### config.mk
export PLATFORM = sky130hd
export DESIGN_NAME = dma_chan_select
export DESIGN_NICKNAME = d
export VERILOG_FILES = /design/src/rtl/dma_sel_pkg.sv /design/src/rtl/dma_sel_regs.sv /design/src/rtl/dma_sel_arb.sv /design/src/rtl/dma_chan_select.sv
export SDC_FILE = /design/constraint.sdc
export NUM_CORES = 1
export LEC_CHECK = 0
export BUFFER_PORTS_ARGS = -buffer_cell sky130_fd_sc_hd__buf_2
export CAP_MARGIN = 10
export CORE_ASPECT_RATIO = 0.9
export CORE_UTILIZATION = 60
export CTS_CLUSTER_DIAMETER = 150
export DETAILED_ROUTE_END_ITERATION = 10
export PLACE_DENSITY = 0.8
export SLEW_MARGIN = 5
export SYNTH_ARGS = -nofsm -noshare
export SYNTH_HDL_FRONTEND = slang
export SYNTH_HIERARCHICAL = 1
export SYNTH_SLANG_ARGS = --single-unit
### constraint.sdc
create_clock -name clk -period 4.05 [get_ports clk]
set_input_delay 0.81 -clock clk [delete_from_list [all_inputs] [get_ports clk]]
set_output_delay 0.81 -clock clk [all_outputs]
set_load 0.03 [all_outputs]
### src/rtl/dma_sel_pkg.sv
package dma_sel_pkg;
  typedef enum logic {
    SEL_IDLE = 1'b0,
    SEL_BUSY = 1'b1
  } sel_state_t;
endpackage

### src/rtl/dma_sel_regs.sv
module dma_sel_regs #(
  parameter int NCH = 4,
  parameter int AW  = 16,
  parameter int CW  = 8,
  localparam int CHW = (NCH > 1) ? $clog2(NCH) : 1
) (
  input  logic                    clk,
  input  logic                    rst_n,
  input  logic                    cfg_we,
  input  logic [CHW-1:0]          cfg_chan,
  input  logic [AW-1:0]           cfg_addr,
  input  logic [CW-1:0]           cfg_count,
  input  logic                    cfg_en,
  input  logic                    upd,
  input  logic [CHW-1:0]          upd_chan,
  output logic [NCH-1:0][AW-1:0]  ch_addr,
  output logic [NCH-1:0]          ch_live,
  output logic [NCH-1:0]          ch_done
);
  for (genvar i = 0; i < NCH; i++) begin : g_ch
    logic [CW-1:0] cnt_q;
    logic          en_q;
    logic          wr_hit, up_hit;

    assign wr_hit = cfg_we && (cfg_chan == CHW'(i));
    assign up_hit = upd && (upd_chan == CHW'(i)) && (cnt_q != '0);

    always_ff @(posedge clk or negedge rst_n) begin
      if (!rst_n) begin
        ch_addr[i] <= '0;
        cnt_q      <= '0;
        en_q       <= 1'b0;
        ch_done[i] <= 1'b0;
      end else if (wr_hit) begin
        ch_addr[i] <= cfg_addr;
        cnt_q      <= cfg_count;
        en_q       <= cfg_en;
        ch_done[i] <= 1'b0;
      end else if (up_hit) begin
        ch_addr[i] <= ch_addr[i] + AW'(1);
        cnt_q      <= cnt_q - CW'(1);
        if (cnt_q == CW'(1)) ch_done[i] <= 1'b1;
      end
    end

    assign ch_live[i] = en_q && (cnt_q != '0);
  end
endmodule

### src/rtl/dma_sel_arb.sv
module dma_sel_arb #(
  parameter int NCH = 4,
  localparam int CHW = (NCH > 1) ? $clog2(NCH) : 1
) (
  input  logic [NCH-1:0] elig,
  output logic           any,
  output logic [CHW-1:0] win
);
  always_comb begin
    win = '0;
    for (int i = NCH - 1; i >= 0; i--) begin
      if (elig[i]) win = CHW'(i);
    end
    any = |elig;
  end
endmodule

### src/rtl/dma_chan_select.sv
module dma_chan_select
  import dma_sel_pkg::*;
#(
  parameter int NCH = 4,
  parameter int AW  = 16,
  parameter int CW  = 8,
  localparam int CHW = (NCH > 1) ? $clog2(NCH) : 1
) (
  input  logic           clk,
  input  logic           rst_n,
  input  logic           cfg_we,
  input  logic [CHW-1:0] cfg_chan,
  input  logic [AW-1:0]  cfg_addr,
  input  logic [CW-1:0]  cfg_count,
  input  logic           cfg_en,
  input  logic [NCH-1:0] dreq,
  output logic [NCH-1:0] dack,
  output logic           bus_req,
  input  logic           bus_gnt,
  output logic           xfer_valid,
  input  logic           xfer_ready,
  output logic [AW-1:0]  xfer_addr,
  output logic [CHW-1:0] xfer_chan,
  output logic [NCH-1:0] done
);
  sel_state_t               state_q;
  logic [CHW-1:0]           cur_q;
  logic [AW-1:0]            addr_q;
  logic [NCH-1:0][AW-1:0]   ch_addr;
  logic [NCH-1:0]           ch_live;
  logic [NCH-1:0]           elig;
  logic                     any_elig;
  logic [CHW-1:0]           win;
  logic                     word_done;

  assign elig      = ch_live & dreq;
  assign word_done = (state_q == SEL_BUSY) && xfer_ready;

  dma_sel_regs #(.NCH(NCH), .AW(AW), .CW(CW)) u_regs (
    .clk      (clk),
    .rst_n    (rst_n),
    .cfg_we   (cfg_we),
    .cfg_chan (cfg_chan),
    .cfg_addr (cfg_addr),
    .cfg_count(cfg_count),
    .cfg_en   (cfg_en),
    .upd      (word_done),
    .upd_chan (cur_q),
    .ch_addr  (ch_addr),
    .ch_live  (ch_live),
    .ch_done  (done)
  );

  dma_sel_arb #(.NCH(NCH)) u_arb (
    .elig(elig),
    .any (any_elig),
    .win (win)
  );

  always_ff @(posedge clk or negedge rst_n) begin
    if (!rst_n) begin
      state_q <= SEL_IDLE;
      cur_q   <= '0;
      addr_q  <= '0;
    end else begin
      unique case (state_q)
        SEL_IDLE: if (bus_gnt && any_elig) begin
          state_q <= SEL_BUSY;
          cur_q   <= win;
          addr_q  <= ch_addr[win];
        end
        SEL_BUSY: if (xfer_ready) state_q <= SEL_IDLE;
        default:  state_q <= SEL_IDLE;
      endcase
    end
  end

  for (genvar i = 0; i < NCH; i++) begin : g_ack
    assign dack[i] = (state_q == SEL_BUSY) && (cur_q == CHW'(i));
  end

  assign xfer_valid = (state_q == SEL_BUSY);
  assign xfer_addr  = addr_q;
  assign xfer_chan  = cur_q;
  assign bus_req    = any_elig || (state_q == SEL_BUSY);
endmodule

-- After elaboration in Yosys (flattened, before gate mapping)
Cells that the tools add are included.
- output and inout port bits: 28
- flip-flop bits (word level): 123
- input bits: 36
- word-level logic and storage cells: 120
- add/sub/neg operators: 8
- magnitude comparators: 1
- bitwise logic cells: 2
- muxes and demuxes: 37
- equality and inequality tests: 10
- reductions and logical operators: 43
- operators by type and width (kind ; number):
    16-bit two-way mux ; 9
    16-bit by 1-bit adder with 16-bit output, second input constant ; 4
    8-bit two-way mux ; 8
    16-bit binary-select mux with 2-bit select ; 1
    8-bit by 1-bit equality test with 1-bit output, second input constant ; 4
    8-bit nonzero test ; 4
    8-bit by 1-bit subtractor with 8-bit output, second input constant ; 4
    1-bit logical AND ; 22
    2-bit nonzero test ; 8
    1-bit two-way mux ; 14
    2-bit AND reduction ; 5
    2-bit equality test, second input constant ; 4
    2-bit two-way mux ; 4
    4-bit bitwise AND ; 1
    2-bit by 1-bit equality test with 1-bit output, second input constant ; 2
    2-bit zero test ; 2
    4-bit OR reduction ; 1
    2-bit by 3-bit less-than comparator with 1-bit output, second input constant ; 1
    1-bit one-hot mux with 2 select lines ; 1
    1-bit logical OR ; 1
    1-bit NOT ; 1

-- Logic depth before layout (Yosys ltp)
Gate-level depths: netlist (run 1).
- depth in word-level cells: 9
- depth in mapped cells: 11
- gate-level depth less buffers: 9

-- Cells and area by module
The synthesis (run 1) kept the hierarchy.
- by module, submodules not included (module ; cells an instance ; times used ; area each (um^2) ; seq. area each (um^2)):
    dma_sel_regs ; 633 ; 1 ; 5860.6 ; 2602.5
    dma_chan_select ; 73 ; 1 ; 1238.7 ; 475.5
    dma_sel_arb ; 7 ; 1 ; 35.0 ; 0.0

-- Least setup slack after synthesis (run 1)
OpenSTA, ideal clock, no wires.
- kind: register -> register
- start: register u_regs.g_ch[0].cnt_q[0]
- end: register addr_q[10] (netlist: xfer_addr[10])
- period minus slack after synthesis: 2.975 ns
- arrival time: 2.850 ns
- slack: 1.075 ns
- setup time: 0.125 ns
- stages on the path, launching flop included: 11
- path through: dfrtp_1 -> inv_1 -> ha_1 -> nor3b_1 -> a21boi_0 -> and2_1 -> nor3_1 -> clkbuf_1 -> buf_2 -> mux4_2 -> mux2_4
- word-level cells in the longest chain between the ends: 6
- elaborated cells between the ends (all ways): 9
- those cells by class: mux (3); bitwise (1); reduce/logical (5)
- ends and longest elaborated chain (what ; RTL line ; RTL):
    start, declared ; dma_sel_regs.sv:21 ; logic [CW-1:0] cnt_q;
    start signal, assigned ; dma_sel_regs.sv:36 ; cnt_q <= cfg_count;
    start signal, assigned ; dma_sel_regs.sv:41 ; cnt_q <= cnt_q - CW'(1);
    8-bit nonzero test ; dma_sel_regs.sv:46 ; assign ch_live[i] = en_q && (cnt_q != '0);
    1-bit logical AND ; dma_sel_regs.sv:46 ;
    net ch_live[0] ; dma_chan_select.sv:30 ; logic [NCH-1:0] ch_live;
    4-bit bitwise AND ; dma_chan_select.sv:36 ; assign elig = ch_live & dreq;
    net elig[0] ; dma_chan_select.sv:31 ; logic [NCH-1:0] elig;
    2-bit two-way mux ; dma_sel_arb.sv:12 ; if (elig[i]) win = CHW'(i);
    net win[1] ; dma_chan_select.sv:33 ; logic [CHW-1:0] win;
    16-bit binary-select mux with 2-bit select ; dma_chan_select.sv:70 ; addr_q <= ch_addr[win];
    16-bit two-way mux (implied by the code) ; dma_chan_select.sv:70 ;
    end signal, assigned ; dma_chan_select.sv:70 ;
    end, declared ; dma_chan_select.sv:28 ; logic [AW-1:0] addr_q;
The timed path passes the listed nets, and every way through them passes these cells. The select of a mux whose other input is x is not followed.
A chain may end at the register's enable or synchronous reset.

-- Worst setup path in the final report (run 1)
- start: register u_regs.g_ch[0].cnt_q[0]
- end: output port bus_req
- word-level cells in the longest chain between the ends: 5
- ends and longest elaborated chain (what ; RTL line ; RTL):
    8-bit nonzero test ; dma_sel_regs.sv:46 ;
    1-bit logical AND ; dma_sel_regs.sv:46 ;
    net ch_live[0] ; dma_chan_select.sv:30 ;
    4-bit bitwise AND ; dma_chan_select.sv:36 ;
    net elig[0] ; dma_chan_select.sv:31 ;
    4-bit OR reduction ; dma_sel_arb.sv:14 ; any = |elig;
    net any_elig ; dma_chan_select.sv:32 ; logic any_elig;
    1-bit logical OR ; dma_chan_select.sv:85 ; assign bus_req = any_elig || (state_q == SEL_BUSY);
    end, declared ; dma_chan_select.sv:18 ; output logic bus_req,
The timed path passes the listed nets, and every way through them passes these cells.

==> results of run 1 <==
[final timing paths]
kind                                         start                      end  slack, ps  depth (start not counted)
setup / recovery           u_regs/g_ch[0].cnt_q[0]                  bus_req        210                          9
hold / removal                               rst_n  u_regs/g_ch[3].cnt_q[5]        470                          1
setup reg to reg           u_regs/g_ch[0].cnt_q[0]             xfer_addr[4]        710                          9
hold reg to reg                u_regs/g_ch[0].en_q      u_regs/g_ch[0].en_q        480                          2
max in group asynchronous                    rst_n  u_regs/g_ch[2].cnt_q[2]       2710                          2
min in group clk               u_regs/g_ch[0].en_q      u_regs/g_ch[0].en_q        480                          2
[state kept, by name (all words and copies together) (netlist names)]
signal             flops
u_regs/ch_addr        64
u_regs/g_ch.cnt_q     32
xfer_addr             16
u_regs/ch_done         4
u_regs/g_ch.en_q       4
xfer_chan              2
xfer_valid             1
[logic make-up (layout without fill, tap and decap cells)]
family                     Yosys count  in the layout
xor gates and xnor gates            86             86
muxes                               43             43
AOI/OAI and AO/OA                  125            125
buffers and inverters               42            119
and+or+nand+nor                    278            278
adders and majority gates           16             16
DFF                                123            123
[per-layer routing]
metal	routed length (um)	part of all wire, %	vias to the layer above	global-route usage [%]
li1	-	-	2646	-
met1	7920	41	2875	46.9
met2	8590	45	319	50.3
met3	1780	9.3	71	6.44
met4	799	4.2	0	16.3
met5	0	0	-	0
[metrics by stage]
step	std cells	cell area (um^2)	hold slack, ps	utilization [%]	setup WS (ps)
after floorplan	713	7130	439	-	1070
after global placement	914	7590	457	65.8	872
after detailed placement	914	7590	471	65.8	768
after CTS	946	8250	488	71.6	255
after global routing	946	8250	511	71.6	74.9
final	946	8250	466	71.6	207
[power groups by stage]
stage / clock, mW / combinational [mW] / sequential (mW)
detailed placement: 0 / 1.49 / 2.02
global placement: 0 / 1.43 / 1.99
global route: 1.76 / 1.65 / 2.07
finish: 1.69 / 1.52 / 2.02
CTS: 1.71 / 1.51 / 2.01
floorplan: 0 / 0.958 / 2.07
[critical path, stage by stage (launching register included)]
cell and delay (ps):
dfrtp_1 430, inv_1 100, ha_1 210, nor3b_1 710, a21boi_0 200, and2_1 240
nor2_1 140, nand2_1 110, or2_2 290, buf_2 180
[cell usage in the layout (no fill, tap or decap), types with 3 or more instances in the layout]
| master | instances |
|---|---|
| nor2_1 | 76 |
| inv_1 | 14 |
| nand3b_1 | 7 |
| a21oi_2 | 3 |
| nand2_1 | 78 |
| mux2_4 | 9 |
| and2_1 | 10 |
| xnor2_1 | 24 |
| mux2i_1 | 4 |
| mux2_2 | 14 |
| clkinv_2 | 4 |
| bufinv_16 | 5 |
| ha_1 | 16 |
| and3b_1 | 3 |
| clkbuf_16 | 17 |
| mux4_2 | 9 |
| and4_1 | 5 |
| buf_4 | 11 |
| or3_1 | 3 |
| clkinvlp_4 | 3 |
| a2111oi_4 | 3 |
| nor3_1 | 12 |
| nand4_1 | 19 |
| a21boi_0 | 4 |
| o21a_1 | 3 |
| a21oi_1 | 57 |
| nand3_1 | 31 |
| buf_2 | 62 |
| dfrtp_1 | 123 |
| clkbuf_8 | 3 |
| o21ai_0 | 36 |
| mux4_1 | 7 |
| xor2_1 | 62 |
| o21ai_1 | 5 |
| and3_1 | 16 |
[layout make-up]
type	count	share of cell area [%]
clock inverter	12	2.34
inverter	14	0.637
sequential	123	37.3
multi-input combinational	548	46.9
tap	156	2.37
clock buffer	20	5.66
timing repair buffer	73	4.76
==> out/metrics.cfg, run 1 <==
[power_and_ir_drop]
p_leak_nw = 3.39
internal-power_mw = 3.38
pwr-share-seq_pct = 38.6
ir_drop_uv = 350
p_sw_mw = 1.86
comb_power_share_pct = 29.1
netSwitchingFraction_pct = 35.5
p_per_area_nw_per_um2 = 635
p_total_mw = 5.24
power_frac_clock_pct = 32.3

[yosys]
synth-simple-area-share_pct = 19.4
synthXorXnorAreaFrac_pct = 10.6
ys_types = 59
synthesis.area_um2 = 7130
synth.most_common_cell = dfrtp_1
yosys_warnings = 6
yosysTopAreaCell = dfrtp_1
synth.top_cell.area_share_pct = 43.1
synth_top_family_by_area = simple AND/OR/NAND/NOR gates
synthAdderAreaFrac_pct = 2.81
ys_ff_latch = 123
synthCells = 713
synthArstFlopShare_pct = 100
syn_area_per_cell_um2 = 10.0
synth_mux_area_share_pct = 10.1
ys_seq_area_share_pct = 43.1
synth_common_cells = dfrtp_1, nand2_1, nor2_1, xor2_1, a21oi_1
syn_nets = 765
synthTopCellsByArea = dfrtp_1, xor2_1, nand2_1
synth_edf_count = 0
synth-compound-area-share_pct = 11.2
synth_ff_type = dfrtp_1

[global_route]
grt_antenna_before_repair = 0
grt_pass1_wl_um = 30300
grt-ovfl-total = 0
grt_max_degree = 61
grt_pass1_vias = 5824
track_usage_pct = 33.6

[cells_and_area]
fillers = 800
seq_area_um2 = 3080
multi_input_area_um2 = 3870
drive_gt1_share_pct = 20.0
antenna_cells = 0
area_delta_synth_final_pct = 15.6
fin_nets = 829

[cts]
path_clk_slew_ps = 60
cts-root-buf = clkbuf_16
h-tree-depth = 4
cts_buffers = 17
cts_sinks = 123
cts.repair.resized = 0
post_cts_buffers = 0
cts_hold_buf = 0
clock_latency_ps = 420
clockBufferDepth = 2
cts_tree = yes

[detailed_routing]
post-route-drc-count = 0
drt_pass1_iterations = 7
vias = 5911
routed_via_density = 6.25
post_drt_wl_per_cell_um = 20.2
wl_um = 19100
dr.first_iter.drc_count = 751
ant_nets = 0

[timing]
tightestPinTransition_ps = 1150
fin_crit_ps = 3840
clock-skew-final_ps = 7.19
finalSetupTns_ps = 0
finalHoldViolCount = 0
relSlewSlack_pct = 23.2
setup-violations-final = 0
maxSlewViolCount = 0
grt_setup_unrepaired = no
timing.final.crit_share_pct = 94.9
timing.fmax_ghz = 0.260

[setup_path]
startpoint_type = flop
crit_arrival_ps = 3030
worstPathRequired_ps = 3240
crit_type = flop to output pin
path_max_fanout = 5
cp-end-kind = output pin

[floorplan]
die_w_um = 117
initial_utilization_pct = 61.9
die_h_um = 105
rows = 37
pin_count = 64
dieArea_um2 = 12300
core-area_um2 = 11500

[job]
drv_cap = 0

[placement]
gp_congestion = 0.904
dp_hpwl_um = 13200
io_buffers = 63

[outcome]
run_status = finished clean

[hold_path]
hold_path.class = input pin to async pin

(Power assumes the default switching activity.)
==> run 2, diff against run 1 <==
--- a/config.mk
+++ b/config.mk
@@ -5,13 +5,14 @@
 export SDC_FILE = /design/constraint.sdc
 export NUM_CORES = 1
 export LEC_CHECK = 0
+export ABC_AREA = 1
 export BUFFER_PORTS_ARGS = -buffer_cell sky130_fd_sc_hd__buf_2
 export CAP_MARGIN = 10
 export CORE_ASPECT_RATIO = 0.9
-export CORE_UTILIZATION = 60
+export CORE_UTILIZATION = 61
 export CTS_CLUSTER_DIAMETER = 150
 export DETAILED_ROUTE_END_ITERATION = 10
-export PLACE_DENSITY = 0.8
+export PLACE_DENSITY = 0.81
 export SLEW_MARGIN = 5
 export SYNTH_ARGS = -nofsm -noshare
 export SYNTH_HDL_FRONTEND = slang
==> constraint.sdc (replaced) <==
create_clock -name clk -period 4.05 [get_ports clk]
set_input_delay 0.405 -clock clk [delete_from_list [all_inputs] [get_ports clk]]
set_output_delay 0.405 -clock clk [all_outputs]
set_load 0.03 [all_outputs]
==> out/metrics.cfg, run 2 <==
[power_and_ir_drop]
netSwitchingFraction_pct = 45.9  ; +10 points
internal-power_mw = 3.55  ; +4.9%
p_sw_mw = 3.00  ; +62%
power_frac_clock_pct = 22.2  ; -10 points
pwr-share-seq_pct = 37.6  ; -1.0 points
p_leak_nw = 4.84  ; +43%
ir_drop_uv = 430  ; +23%
p_per_area_nw_per_um2 = 700  ; +10%
comb_power_share_pct = 40.3  ; +11 points

[cells_and_area]
antenna_cells = 0  ; unchanged
fillers = 1167  ; +46%
instances_no_fill = 1524  ; +61%
final_common_cell = nand2_1
final_util_pct = 69.5  ; -2.1 points
mostFrequentLayoutCells = nand2_1, nand3_1, dfrtp_1
largest_register = u_regs/ch_addr
fin_nets = 1395  ; +68%
area_delta_synth_final_pct = 10.1
drive_gt1_share_pct = 9.66  ; -10 points
largest_register_ffs = 64  ; unchanged
finalInstanceArea_um2 = 9350  ; +13%

[cts]
clock_latency_ps = 430  ; about the same
path_clk_slew_ps = 50  ; about the same
cts_tree = yes
cts.repair.resized = 0  ; unchanged
cts_hold_buf = 0  ; unchanged
clockBufferDepth = 2  ; unchanged
cts_buffers = 17  ; unchanged
cts_sinks = 123  ; unchanged
cts-root-buf = clkbuf_16
post_cts_buffers = 0  ; unchanged
h-tree-depth = 4  ; unchanged

[yosys]
synthesis.area_um2 = 8500  ; +19%
synth_top_family_by_area = simple AND/OR/NAND/NOR gates
synthArstFlopShare_pct = 100  ; unchanged
synthTopCellsByArea = dfrtp_1, nand2_1, nand3_1
synth_mux_area_share_pct = 0  ; -10 points
synthCells = 1293  ; +81%
syn_area_per_cell_um2 = 6.57  ; -34%
synth.top_cell.area_share_pct = 36.2  ; -6.9 points
yosysTopAreaCell = dfrtp_1
synth-compound-area-share_pct = 2.71  ; -8.5 points
synth_ff_type = dfrtp_1
ys_seq_area_share_pct = 36.2  ; -6.9 points
syn_nets = 1345  ; +76%
yosys_warnings = 6  ; unchanged
synthAdderAreaFrac_pct = 2.36  ; -0.45 points
synth_common_cells = nand2_1, nand3_1, dfrtp_1, inv_1, nor2_1
synthXorXnorAreaFrac_pct = 3.61  ; -6.9 points
synth-simple-area-share_pct = 46.2  ; +27 points
ys_types = 33  ; -44%
synth.most_common_cell = nand2_1
synth_edf_count = 0  ; unchanged
ys_ff_latch = 123  ; unchanged

[placement]
io_buffers = 63  ; unchanged
dp_cells = 1492  ; +63%
postPlaceCellArea_um2 = 8790  ; +16%
gp_congestion = 0.911  ; +0.73%
dp_hpwl_um = 16700  ; +27%

[setup_path]
worstPathRequired_ps = 3640  ; +400 ps
path_cells = inv_1 -> ha_1 -> nand2_1 -> nor2_1 -> nor2_1 -> nand2_1 -> inv_1 -> inv_1 -> nand4_1 -> or2_2 -> buf_2
startpoint_type = flop
crit_type = flop to output pin
crit_arrival_ps = 2400  ; -630 ps
cpMaxStageDelayCell = dfrtp_1
cpPeakStageDelay_ps = 390  ; -320 ps
cp_common_cell = inv_1
path_max_fanout = 6  ; +1
cp-end-kind = output pin

[detailed_routing]
post_drt_wl_per_cell_um = 15.8  ; -22%
vias = 8570  ; +45%
m1WireLength_um = 10600  ; +34%
wl_um = 24000  ; +26%
dr.first_iter.drc_count = 829  ; +10%
dr.max_layer_used = met4
drt_pass1_iterations = 7  ; unchanged
routed_via_density = 5.62  ; -10%
wl_met2_um = 10700  ; +25%
post-route-drc-count = 0  ; unchanged
ant_nets = 0  ; unchanged
dr_wl_met3_um = 1880  ; +5.6%

[floorplan]
core-area_um2 = 13500  ; +17%
rows = 40  ; +8.1%
die_w_um = 126  ; +8.1%
dieArea_um2 = 14400  ; +17%
initial_utilization_pct = 63.1  ; +1.2 points
pin_count = 64  ; unchanged
die_h_um = 114  ; +8.1%

[timing]
maxSlewViolCount = 0  ; unchanged
fin_crit_ps = 2810  ; -1040 ps
timing.final.crit_share_pct = 69.3  ; -26 points
setup-violations-final = 0  ; unchanged
finalSetupTns_ps = 0  ; unchanged
relSlewSlack_pct = 34.1  ; +11 points
tightestPinTransition_ps = 987  ; -161 ps
finalHoldViolCount = 0  ; unchanged
timing.fmax_ghz = 0.357  ; +37%
clock-skew-final_ps = 6.85  ; -0.344 ps
grt_setup_unrepaired = no

[job]
drv_cap = 0  ; unchanged

[global_route]
track_usage_pct = 35.1  ; +1.5 points
grt_max_degree = 69  ; +13%
grt_pass1_wl_um = 39100  ; +29%
grt_pass1_vias = 7771  ; +33%
grt_antenna_before_repair = 0  ; unchanged
grt-ovfl-total = 0  ; unchanged

[hold_path]
hold_path.class = input pin to async pin

[outcome]
run_status = finished clean

-- run 2: cell types whose count changed in the layout (fill, tap and decap cells not counted), sizes merged, moves of 5 or more --
cell	delta
xnor2	-8
and4	-5
and3	-16
o21ai	-17
nand2	+516
inv	+109
and2	-9
mux2	-23
a21oi	-52
xor2	-43
o21bai	+5
nand3	+148
mux4	-16
nor2	+26
-- run 2: power groups by stage --
stage | clock [mW] | sequential (mW) | combinational, mW
global route | 1.52 | 2.54 | 3.00
CTS | 1.46 | 2.44 | 2.62
global placement | 0 | 2.44 | 2.52
floorplan | 0 | 2.40 | 1.92
finish | 1.45 | 2.46 | 2.64
detailed placement | 0 | 2.45 | 2.58
-- run 2: worst paths after layout --
path | startpoint | to | slack [ps] | depth (start not counted)
worst max-delay path | u_regs/g_ch[3].cnt_q[0] | bus_req | 1240 | 11
max in group asynchronous | rst_n | u_regs/g_ch[3].cnt_q[2] | 3190 | 2
worst min register to register | xfer_addr[12] | xfer_addr[12] | 470 | 2
worst max register to register | u_regs/g_ch[2].cnt_q[0] | xfer_addr[5] | 1480 | 16
min in group clk | cfg_en | u_regs/g_ch[0].en_q | 250 | 3
worst min-delay path | rst_n | u_regs/ch_addr[12] | 40 | 1
-- run 2: critical path: cells and delay by family (launching register included) --
| family | cells | cell delay, ps |
|---|---|---|
| adder cells (fa/ha/maj) | 1 | 180 |
| AND/OR/NAND/NOR | 6 | 950 |
| flip-flops | 1 | 390 |
| buffers and inverters | 4 | 460 |
-- run 2: area by class of cell --
class	count	area, um^2	area share, %
inverter	122	463	4.95
sequential	123	3080	32.9
timing repair buffer	69	375	4.01
clock inverter	14	124	1.32
clock buffer	18	439	4.70
multi-input combinational	1010	4660	49.9
tap	168	210	2.25
-- run 2: cells by family after synthesis --
| family | count (synthesis) |
|---|---|
| xor gates and xnor gates | 35 |
| AOI/OAI and AO/OA | 40 |
| and+or+nand+nor | 919 |
| adders and majority gates | 16 |
| buffers and inverters | 160 |
| DFF | 123 |
-- run 2: metal layers --
layer  GRT usage (%)  vias up
li1                -     4166
met1            47.5     3978
met2            55.0      375
met3            6.89       51
met4            15.2        0
met5               0        -
-- run 2: metrics by stage --
stage               setup WS [ps]  total power [mW]  hold WS (ps)
CTS                          1230              6.51          76.7
detailed placement           1560              5.03           461
finish                       1240              6.55          44.1
floorplan                    2030              4.32           109
global route                 1070              7.06          97.6
global placement             1620              4.96           461
